===== config.mk =====
export PLATFORM = sky130hd
export DESIGN_NAME = sercfg_front
export DESIGN_NICKNAME = d
export VERILOG_FILES = /design/src/rtl/sercfg_pkg.sv /design/src/rtl/sercfg_addr_dec.sv /design/src/rtl/sercfg_chan.sv /design/src/rtl/sercfg_irq.sv /design/src/rtl/sercfg_front.sv
export SDC_FILE = /design/constraint.sdc
export NUM_CORES = 1
export LEC_CHECK = 0
export ABC_AREA = 1
export BUFFER_PORTS_ARGS = -buffer_cell sky130_fd_sc_hd__buf_2
export CORE_MARGIN = 4
export CORE_UTILIZATION = 46
export DETAILED_ROUTE_END_ITERATION = 8
export GPL_ROUTABILITY_DRIVEN = 0
export GPL_TIMING_DRIVEN = 1
export PLACE_DENSITY = 0.73
export SLEW_MARGIN = 30
export SYNTH_ARGS = -nofsm -noshare
export SYNTH_HDL_FRONTEND = slang
export SYNTH_HIERARCHICAL = 1
export SYNTH_SLANG_ARGS = --single-unit

===== constraint.sdc =====
create_clock -name clk -period 1.2 [get_ports clk]
set_input_delay 0.06 -clock clk [delete_from_list [all_inputs] [get_ports clk]]
set_output_delay 0.06 -clock clk [all_outputs]
set_load 0.1 [all_outputs]

===== src/rtl/sercfg_pkg.sv =====
package sercfg_pkg;
  localparam int DATA_W = 8;
  localparam int ADDR_W = 4;
  localparam int NCH    = 2;
  localparam int CMD_W  = 4;

  localparam logic [ADDR_W-1:0] ADR_MODE_A  = 4'h0;
  localparam logic [ADDR_W-1:0] ADR_CMD_A   = 4'h2; // write: command A, read: masked status
  localparam logic [ADDR_W-1:0] ADR_STATMSK = 4'h5; // write: mask, read: raw status
  localparam logic [ADDR_W-1:0] ADR_MODE_B  = 4'h8;
  localparam logic [ADDR_W-1:0] ADR_CMD_B   = 4'hA;
  localparam logic [ADDR_W-1:0] ADR_SCRATCH = 4'hC;

  typedef enum logic [1:0] {
    MP_MR0 = 2'd0,
    MP_MR1 = 2'd1,
    MP_MR2 = 2'd2
  } mode_ptr_e;

  localparam logic [CMD_W-1:0] CMD_RTS_ON  = 4'b1000;
  localparam logic [CMD_W-1:0] CMD_RTS_OFF = 4'b1001;
  localparam logic [CMD_W-1:0] CMD_TMO_ON  = 4'b1010;
  localparam logic [CMD_W-1:0] CMD_PTR_MR0 = 4'b1011;
  localparam logic [CMD_W-1:0] CMD_TMO_OFF = 4'b1100;
  localparam logic [CMD_W-1:0] CMD_PD_ON   = 4'b1110;
  localparam logic [CMD_W-1:0] CMD_PD_OFF  = 4'b1111;

  typedef enum logic [2:0] {
    RS_NONE,
    RS_MODE_A,
    RS_MODE_B,
    RS_MASKED,
    RS_RAW,
    RS_SCRATCH
  } rd_src_e;

  typedef struct packed {
    logic [NCH-1:0] mode_acc;
    logic [NCH-1:0] mode_wr;
    logic [NCH-1:0] cmd_wr;
    logic           mask_wr;
    logic           scr_wr;
    rd_src_e        rd_src;
  } dec_t;
endpackage


===== src/rtl/sercfg_addr_dec.sv =====
module sercfg_addr_dec
  import sercfg_pkg::*;
(
  input  logic              rd_en,
  input  logic              wr_en,
  input  logic [ADDR_W-1:0] addr,
  output dec_t              dec
);
  logic hit_mode_a, hit_mode_b;

  assign hit_mode_a = (addr == ADR_MODE_A);
  assign hit_mode_b = (addr == ADR_MODE_B);

  always_comb begin
    dec.mode_acc = {hit_mode_b & (rd_en | wr_en), hit_mode_a & (rd_en | wr_en)};
    dec.mode_wr  = {hit_mode_b & wr_en, hit_mode_a & wr_en};
    dec.cmd_wr   = {wr_en & (addr == ADR_CMD_B), wr_en & (addr == ADR_CMD_A)};
    dec.mask_wr  = wr_en & (addr == ADR_STATMSK);
    dec.scr_wr   = wr_en & (addr == ADR_SCRATCH);
    dec.rd_src   = RS_NONE;
    if (rd_en) begin
      case (addr)
        ADR_MODE_A:  dec.rd_src = RS_MODE_A;
        ADR_MODE_B:  dec.rd_src = RS_MODE_B;
        ADR_CMD_A:   dec.rd_src = RS_MASKED;
        ADR_STATMSK: dec.rd_src = RS_RAW;
        ADR_SCRATCH: dec.rd_src = RS_SCRATCH;
        default:     dec.rd_src = RS_NONE;
      endcase
    end
  end
endmodule


===== src/rtl/sercfg_chan.sv =====
module sercfg_chan
  import sercfg_pkg::*;
#(
  parameter bit HAS_PDOWN    = 1'b1,
  parameter bit HAS_EXT_BAUD = 1'b1
) (
  input  logic              clk,
  input  logic              rst_n,
  input  logic              mode_acc,
  input  logic              mode_wr,
  input  logic              cmd_wr,
  input  logic [DATA_W-1:0] wdata,
  output logic [DATA_W-1:0] mode_rd,
  output logic [DATA_W-1:0] mr0,
  output logic [DATA_W-1:0] mr1,
  output logic [DATA_W-1:0] mr2,
  output logic              rts_n,
  output logic              tmo_en,
  output logic              pdown,
  output logic              wdog_en,
  output logic [1:0]        rx_lvl,
  output logic [1:0]        tx_lvl
);
  localparam logic [DATA_W-1:0] MR0_KEEP = HAS_EXT_BAUD ? 8'hFF : 8'hF9;

  mode_ptr_e         ptr_q;
  logic [CMD_W-1:0]  cmd;

  assign cmd = wdata[DATA_W-1 -: CMD_W];

  always_ff @(posedge clk or negedge rst_n) begin
    if (!rst_n) begin
      ptr_q <= MP_MR1;
    end else if (cmd_wr && cmd == CMD_PTR_MR0) begin
      ptr_q <= MP_MR0;
    end else if (mode_acc) begin
      case (ptr_q)
        MP_MR0:  ptr_q <= MP_MR1;
        default: ptr_q <= MP_MR2;
      endcase
    end
  end

  always_ff @(posedge clk or negedge rst_n) begin
    if (!rst_n) begin
      mr0 <= '0;
      mr1 <= '0;
      mr2 <= '0;
    end else if (mode_wr) begin
      case (ptr_q)
        MP_MR0:  mr0 <= wdata & MR0_KEEP;
        MP_MR1:  mr1 <= wdata;
        default: mr2 <= wdata;
      endcase
    end
  end

  always_ff @(posedge clk or negedge rst_n) begin
    if (!rst_n) begin
      rts_n  <= 1'b1;
      tmo_en <= 1'b0;
    end else if (cmd_wr) begin
      case (cmd)
        CMD_RTS_ON:  rts_n  <= 1'b0;
        CMD_RTS_OFF: rts_n  <= 1'b1;
        CMD_TMO_ON:  tmo_en <= 1'b1;
        CMD_TMO_OFF: tmo_en <= 1'b0;
        default: ;
      endcase
    end
  end

  generate
    if (HAS_PDOWN) begin : g_pdown
      logic pd_q;
      always_ff @(posedge clk or negedge rst_n) begin
        if (!rst_n) begin
          pd_q <= 1'b0;
        end else if (cmd_wr && cmd == CMD_PD_ON) begin
          pd_q <= 1'b1;
        end else if (cmd_wr && cmd == CMD_PD_OFF) begin
          pd_q <= 1'b0;
        end
      end
      assign pdown = pd_q;
    end else begin : g_no_pdown
      assign pdown = 1'b0;
    end
  endgenerate

  always_comb begin
    case (ptr_q)
      MP_MR0:  mode_rd = mr0;
      MP_MR1:  mode_rd = mr1;
      default: mode_rd = mr2;
    endcase
  end

  assign wdog_en = mr0[7];
  assign tx_lvl  = mr0[5:4];
  assign rx_lvl  = {mr0[6], mr1[6]};
endmodule


===== src/rtl/sercfg_irq.sv =====
module sercfg_irq
  import sercfg_pkg::*;
(
  input  logic              clk,
  input  logic              rst_n,
  input  logic              mask_wr,
  input  logic [DATA_W-1:0] wdata,
  input  logic [DATA_W-1:0] status,
  output logic [DATA_W-1:0] masked
);
  logic [DATA_W-1:0] mask_q;

  always_ff @(posedge clk or negedge rst_n) begin
    if (!rst_n)       mask_q <= '0;
    else if (mask_wr) mask_q <= wdata;
  end

  assign masked = status & mask_q;
endmodule


===== src/rtl/sercfg_front.sv =====
module sercfg_front
  import sercfg_pkg::*;
(
  input  logic              clk,
  input  logic              rst_n,
  input  logic              wr_en,
  input  logic              rd_en,
  input  logic [ADDR_W-1:0] addr,
  input  logic [DATA_W-1:0] wdata,
  output logic [DATA_W-1:0] rdata,
  input  logic [DATA_W-1:0] irq_status,
  output logic              rts_n_a,
  output logic              rts_n_b,
  output logic              tmo_en_a,
  output logic              tmo_en_b,
  output logic              pdown,
  output logic [DATA_W-1:0] mr0_a,
  output logic [DATA_W-1:0] mr1_a,
  output logic [DATA_W-1:0] mr2_a,
  output logic [DATA_W-1:0] mr0_b,
  output logic [DATA_W-1:0] mr1_b,
  output logic [DATA_W-1:0] mr2_b,
  output logic              wdog_en_a,
  output logic              wdog_en_b,
  output logic [1:0]        rx_lvl_a,
  output logic [1:0]        rx_lvl_b,
  output logic [1:0]        tx_lvl_a,
  output logic [1:0]        tx_lvl_b,
  output logic [1:0]        ext_baud_a
);
  dec_t              dec;
  logic [DATA_W-1:0] masked;
  logic [DATA_W-1:0] scratch_q;

  logic [DATA_W-1:0] mode_rd_w [NCH];
  logic [DATA_W-1:0] mr0_w     [NCH];
  logic [DATA_W-1:0] mr1_w     [NCH];
  logic [DATA_W-1:0] mr2_w     [NCH];
  logic [1:0]        rx_w      [NCH];
  logic [1:0]        tx_w      [NCH];
  logic [NCH-1:0]    rts_w, tmo_w, pd_w, wdog_w;

  sercfg_addr_dec u_dec (
    .rd_en (rd_en),
    .wr_en (wr_en),
    .addr  (addr),
    .dec   (dec)
  );

  generate
    for (genvar i = 0; i < NCH; i++) begin : g_ch
      sercfg_chan #(
        .HAS_PDOWN    (i == 0),
        .HAS_EXT_BAUD (i == 0)
      ) u_chan (
        .clk      (clk),
        .rst_n    (rst_n),
        .mode_acc (dec.mode_acc[i]),
        .mode_wr  (dec.mode_wr[i]),
        .cmd_wr   (dec.cmd_wr[i]),
        .wdata    (wdata),
        .mode_rd  (mode_rd_w[i]),
        .mr0      (mr0_w[i]),
        .mr1      (mr1_w[i]),
        .mr2      (mr2_w[i]),
        .rts_n    (rts_w[i]),
        .tmo_en   (tmo_w[i]),
        .pdown    (pd_w[i]),
        .wdog_en  (wdog_w[i]),
        .rx_lvl   (rx_w[i]),
        .tx_lvl   (tx_w[i])
      );
    end
  endgenerate

  sercfg_irq u_irq (
    .clk     (clk),
    .rst_n   (rst_n),
    .mask_wr (dec.mask_wr),
    .wdata   (wdata),
    .status  (irq_status),
    .masked  (masked)
  );

  always_ff @(posedge clk or negedge rst_n) begin
    if (!rst_n)          scratch_q <= '0;
    else if (dec.scr_wr) scratch_q <= wdata;
  end

  always_comb begin
    case (dec.rd_src)
      RS_MODE_A:  rdata = mode_rd_w[0];
      RS_MODE_B:  rdata = mode_rd_w[1];
      RS_MASKED:  rdata = masked;
      RS_RAW:     rdata = irq_status;
      RS_SCRATCH: rdata = scratch_q;
      default:    rdata = '0;
    endcase
  end

  assign rts_n_a    = rts_w[0];
  assign rts_n_b    = rts_w[1];
  assign tmo_en_a   = tmo_w[0];
  assign tmo_en_b   = tmo_w[1];
  assign pdown      = |pd_w;
  assign mr0_a      = mr0_w[0];
  assign mr1_a      = mr1_w[0];
  assign mr2_a      = mr2_w[0];
  assign mr0_b      = mr0_w[1];
  assign mr1_b      = mr1_w[1];
  assign mr2_b      = mr2_w[1];
  assign wdog_en_a  = wdog_w[0];
  assign wdog_en_b  = wdog_w[1];
  assign rx_lvl_a   = rx_w[0];
  assign rx_lvl_b   = rx_w[1];
  assign tx_lvl_a   = tx_w[0];
  assign tx_lvl_b   = tx_w[1];
  assign ext_baud_a = mr0_w[0][2:1];
endmodule


==> metrics.md <==
| Metric | Value |
|---|---|
| DIE WIDTH | 101 um |
| Clk Latency, worst-skew pair | 0.36 ns |
| Vias in the first global route | between 4000 and 5000 |
| Synth Cell Area | around 3900 um2 |
| Clock Pin Slew Worst Setup and Hold Paths | about 0.080 ns |
| Synth top area cells | dfrtp_1, nand2_1, inv_1, o21ai_2, nand3_1 |
| Slowest cell on the critical path | dfstp_2 |
| Crit Path Class | register to output port |
| Synthesized instance count | 507 |
| CP Capture Type | output port |
| Critical Path, Cell by Cell | inv_2 -> nor2_4 -> nand2_1 -> nand3_1 -> inv_1 -> nor2_2 -> nor2_2 -> nand3_4 -> buf_12 |
| Crit path top cell by count | nor2_2 |
| P_leak | between 0.003 and 0.004 uW |
| Top delay family on crit path | simple AND/OR/NAND/NOR gates |
| CP peak stage delay | 0.54 ns |
| Die Area | about 10000 um2 |
| # diodes | 0 |
| Most common cell after layout, fill and taps aside | nand2_1 |
| CP Max Fanout | 8 |
| Hold Vio Cnt, Final | 0 |
| Hold_ws | around 0.026 ns |
| Drt first pass iters | 6 |
| Number of CTS-inserted buffers | 9 |
| RSZ-0062 raised after global routing | true |
| Total grt overflow | 0 |
| DR vias/cell | approximately 5.8 |
| Count of port buffers added during placement | 94 |
| Syn Area/Cell | 7.78 um2 |
| PD cells | roughly 2200 nW/um2 |
| CTS HTree Levels | 3 |
| Worst Path Buf+Inv | 3 |
| Data arrival time of the critical path | 1.96 ns |
| Crit start category | register |
| CTS root buf | clkbuf_8 |
| Final period utilization | 1.68 |
| First-pass GRT wire length | 23400 um |
| Cell Rows | 33 |
| Clock sink total | 71 |
| Setup TNS | -11.31 ns |
| Status | finished, violations left |
| Post-synth cell types | 24 |
| Max-slew violations | 0 |
| Routed wire length | 15700 um |
| Core area | just over 8000 um2 |
| #FFs+latches synth | 71 |
| NumNets Final | between 600 and 700 |
| Post-route DRC | 0 |
| Worst Tran Pin Value | 0.500 ns |
| Ports | a little under 100 |
| Layout cells sized above 1 | 0.518 |
| Fin crit period | 2.02 ns |
| Failing checks | negative setup slack |
| Worst Hold Class | input pin to register |
| Max Fclk | 495 MHz |
| Drt wl/cell | just over 20 um |
| Initial DRC Count | 556 |
| Fin worst setup slack | -0.822 ns |
| Antenna violations before repair | 0 |
| Share of the synthesized area in the top cell type | 0.425 |
| YS warnings | 6 |
| Die H | between 100 and 150 um |
| GRT Util Overall | 0.302 |
| Max clock buf depth | 2 |
| Commonest non-fill, non-tap cells in the layout | nand2_1, buf_12, inv_1 |
| Max-capacitance violation count | 0 |
| Starting density of the core | 0.477 |
| CP Data Required Time | 1.14 ns |
| Post-synthesis sequential area ratio | 0.452 |
| Number of setup violations in the final report | between 40 and 50 |
| DR vias | around 4500 |
| Hpwl dp | 8920 um |
| Synth area leader | dfrtp_1 |
| CTS tree | built |
| Slew headroom | 0.667 |
| Largest net degree at the start of global routing | 23 |
| Routed Antenna Nets | 0 |
| Area growth syn-to-layout | 69.7% |
| Layout Skew | 0.0168 ns |
| VDD IR max | 1.82 mV |
per-layer routing:
layer  GRT usage  wire length, um  vias up
li1            -                -     1880
met1       0.353             5440     2153
met2       0.517             7830      351
met3      0.0512             1370      120
met4       0.180             1050        0
met5           0                0        -
worst register-to-register path: stages (launching register included):
cell and delay [ns]:
dfstp_2 0.54, inv_2 0.05, nor2_4 0.24, buf_4 0.20, nand2_8 0.11, nand2_1 0.13, o21ai_2 0.07
flip-flops by register name, indices dropped and copies added, names as in the netlist:
| signal | count |
|---|---|
| g_ch.u_chan/ptr_q | 4 |
| scratch_q | 8 |
| g_ch.u_chan/rts_n | 2 |
| u_irq/mask_q | 8 |
| g_ch.u_chan/pdown | 1 |
| g_ch.u_chan/mr2 | 16 |
| g_ch.u_chan/tmo_en | 2 |
| g_ch.u_chan/mr1 | 16 |
| g_ch.u_chan/mr0 | 14 |
cell families (layout without fill, tap and decap cells):
family,count (synthesis),after routing,share of synthesized area
muxes,8,8,0.0229
AOI/OAI and AO/OA,60,60,0.0981
other,1,3,0.000951
DFF,71,71,0.452
buffers and inverters,99,255,0.128
and+or+nand+nor,268,271,0.298
power breakdown:
part           switching, uW  internal (uW)  leakage, uW  total [uW]
Sequential               620           3050     0.000834        3670
Combinational           5680           3100      0.00225        8780
Clock                    979           1290     0.000113        2270
cells in the mapped netlist, drive strengths merged:
cell	instances
inv	71
o21ai	51
nand3	39
nand2	173
or2	1
buf	28
dfstp	4
nor2	47
a21oi	9
nand4	8
mux2	8
dfrtp	67
conb	1
path summary, 6_finish.rpt:
check / depth (start not counted) / start / slack [ns] / to
max: 9 / g_ch[1].u_chan/ptr_q[0] / -0.82 / rdata[0]
min: 3 / wdata[4] / 0.03 / g_ch[1].u_chan/rts_n
max reg2reg: 6 / g_ch[1].u_chan/ptr_q[0] / -0.24 / g_ch[1].u_chan/mr1[4]
min reg2reg: 2 / u_irq/mask_q[2] / 0.49 / u_irq/mask_q[2]
max in group asynchronous: 3 / rst_n / 0.44 / g_ch[1].u_chan/ptr_q[0]
min in group asynchronous: 2 / rst_n / 0.19 / g_ch[0].u_chan/mr1[7]
timing repair:
item	CTS	global route
pin swaps	17	15
setup endpoints to repair	53	47
endpoints found under the hold margin	17	1
buffers inserted	7	8
gates cloned	2	2
resized for setup	60	33
hold buffers	4	1
metrics by stage:
| step | setup slack (ns) | instance area (um2) | total power (uW) | std cells | utilization |
|---|---|---|---|---|---|
| 2_1_floorplan | -0.202 | 4120 | 8520 | 509 | - |
| 3_3_place_gp | -0.383 | 5950 | 11600 | 737 | 0.720 |
| 3_5_place_dp | -0.469 | 5950 | 11700 | 737 | 0.720 |
| 4_1_cts | -0.643 | 6510 | 14300 | 765 | 0.788 |
| 5_1_grt | -0.855 | 6690 | 15100 | 773 | 0.810 |
| 6_report | -0.822 | 6690 | 14700 | 773 | 0.810 |
cell type report:
class | instances | area, um2
Fill cell | 423 | 1570
Multi-Input combinational cell | 342 | 2030
Tap cell | 105 | 131
Inverter | 71 | 267
Clock inverter | 4 | 76.3
Clock buffer | 12 | 155
Sequential cell | 71 | 1850
Timing Repair Buffer | 168 | 2180
(Power assumes the default switching activity.)
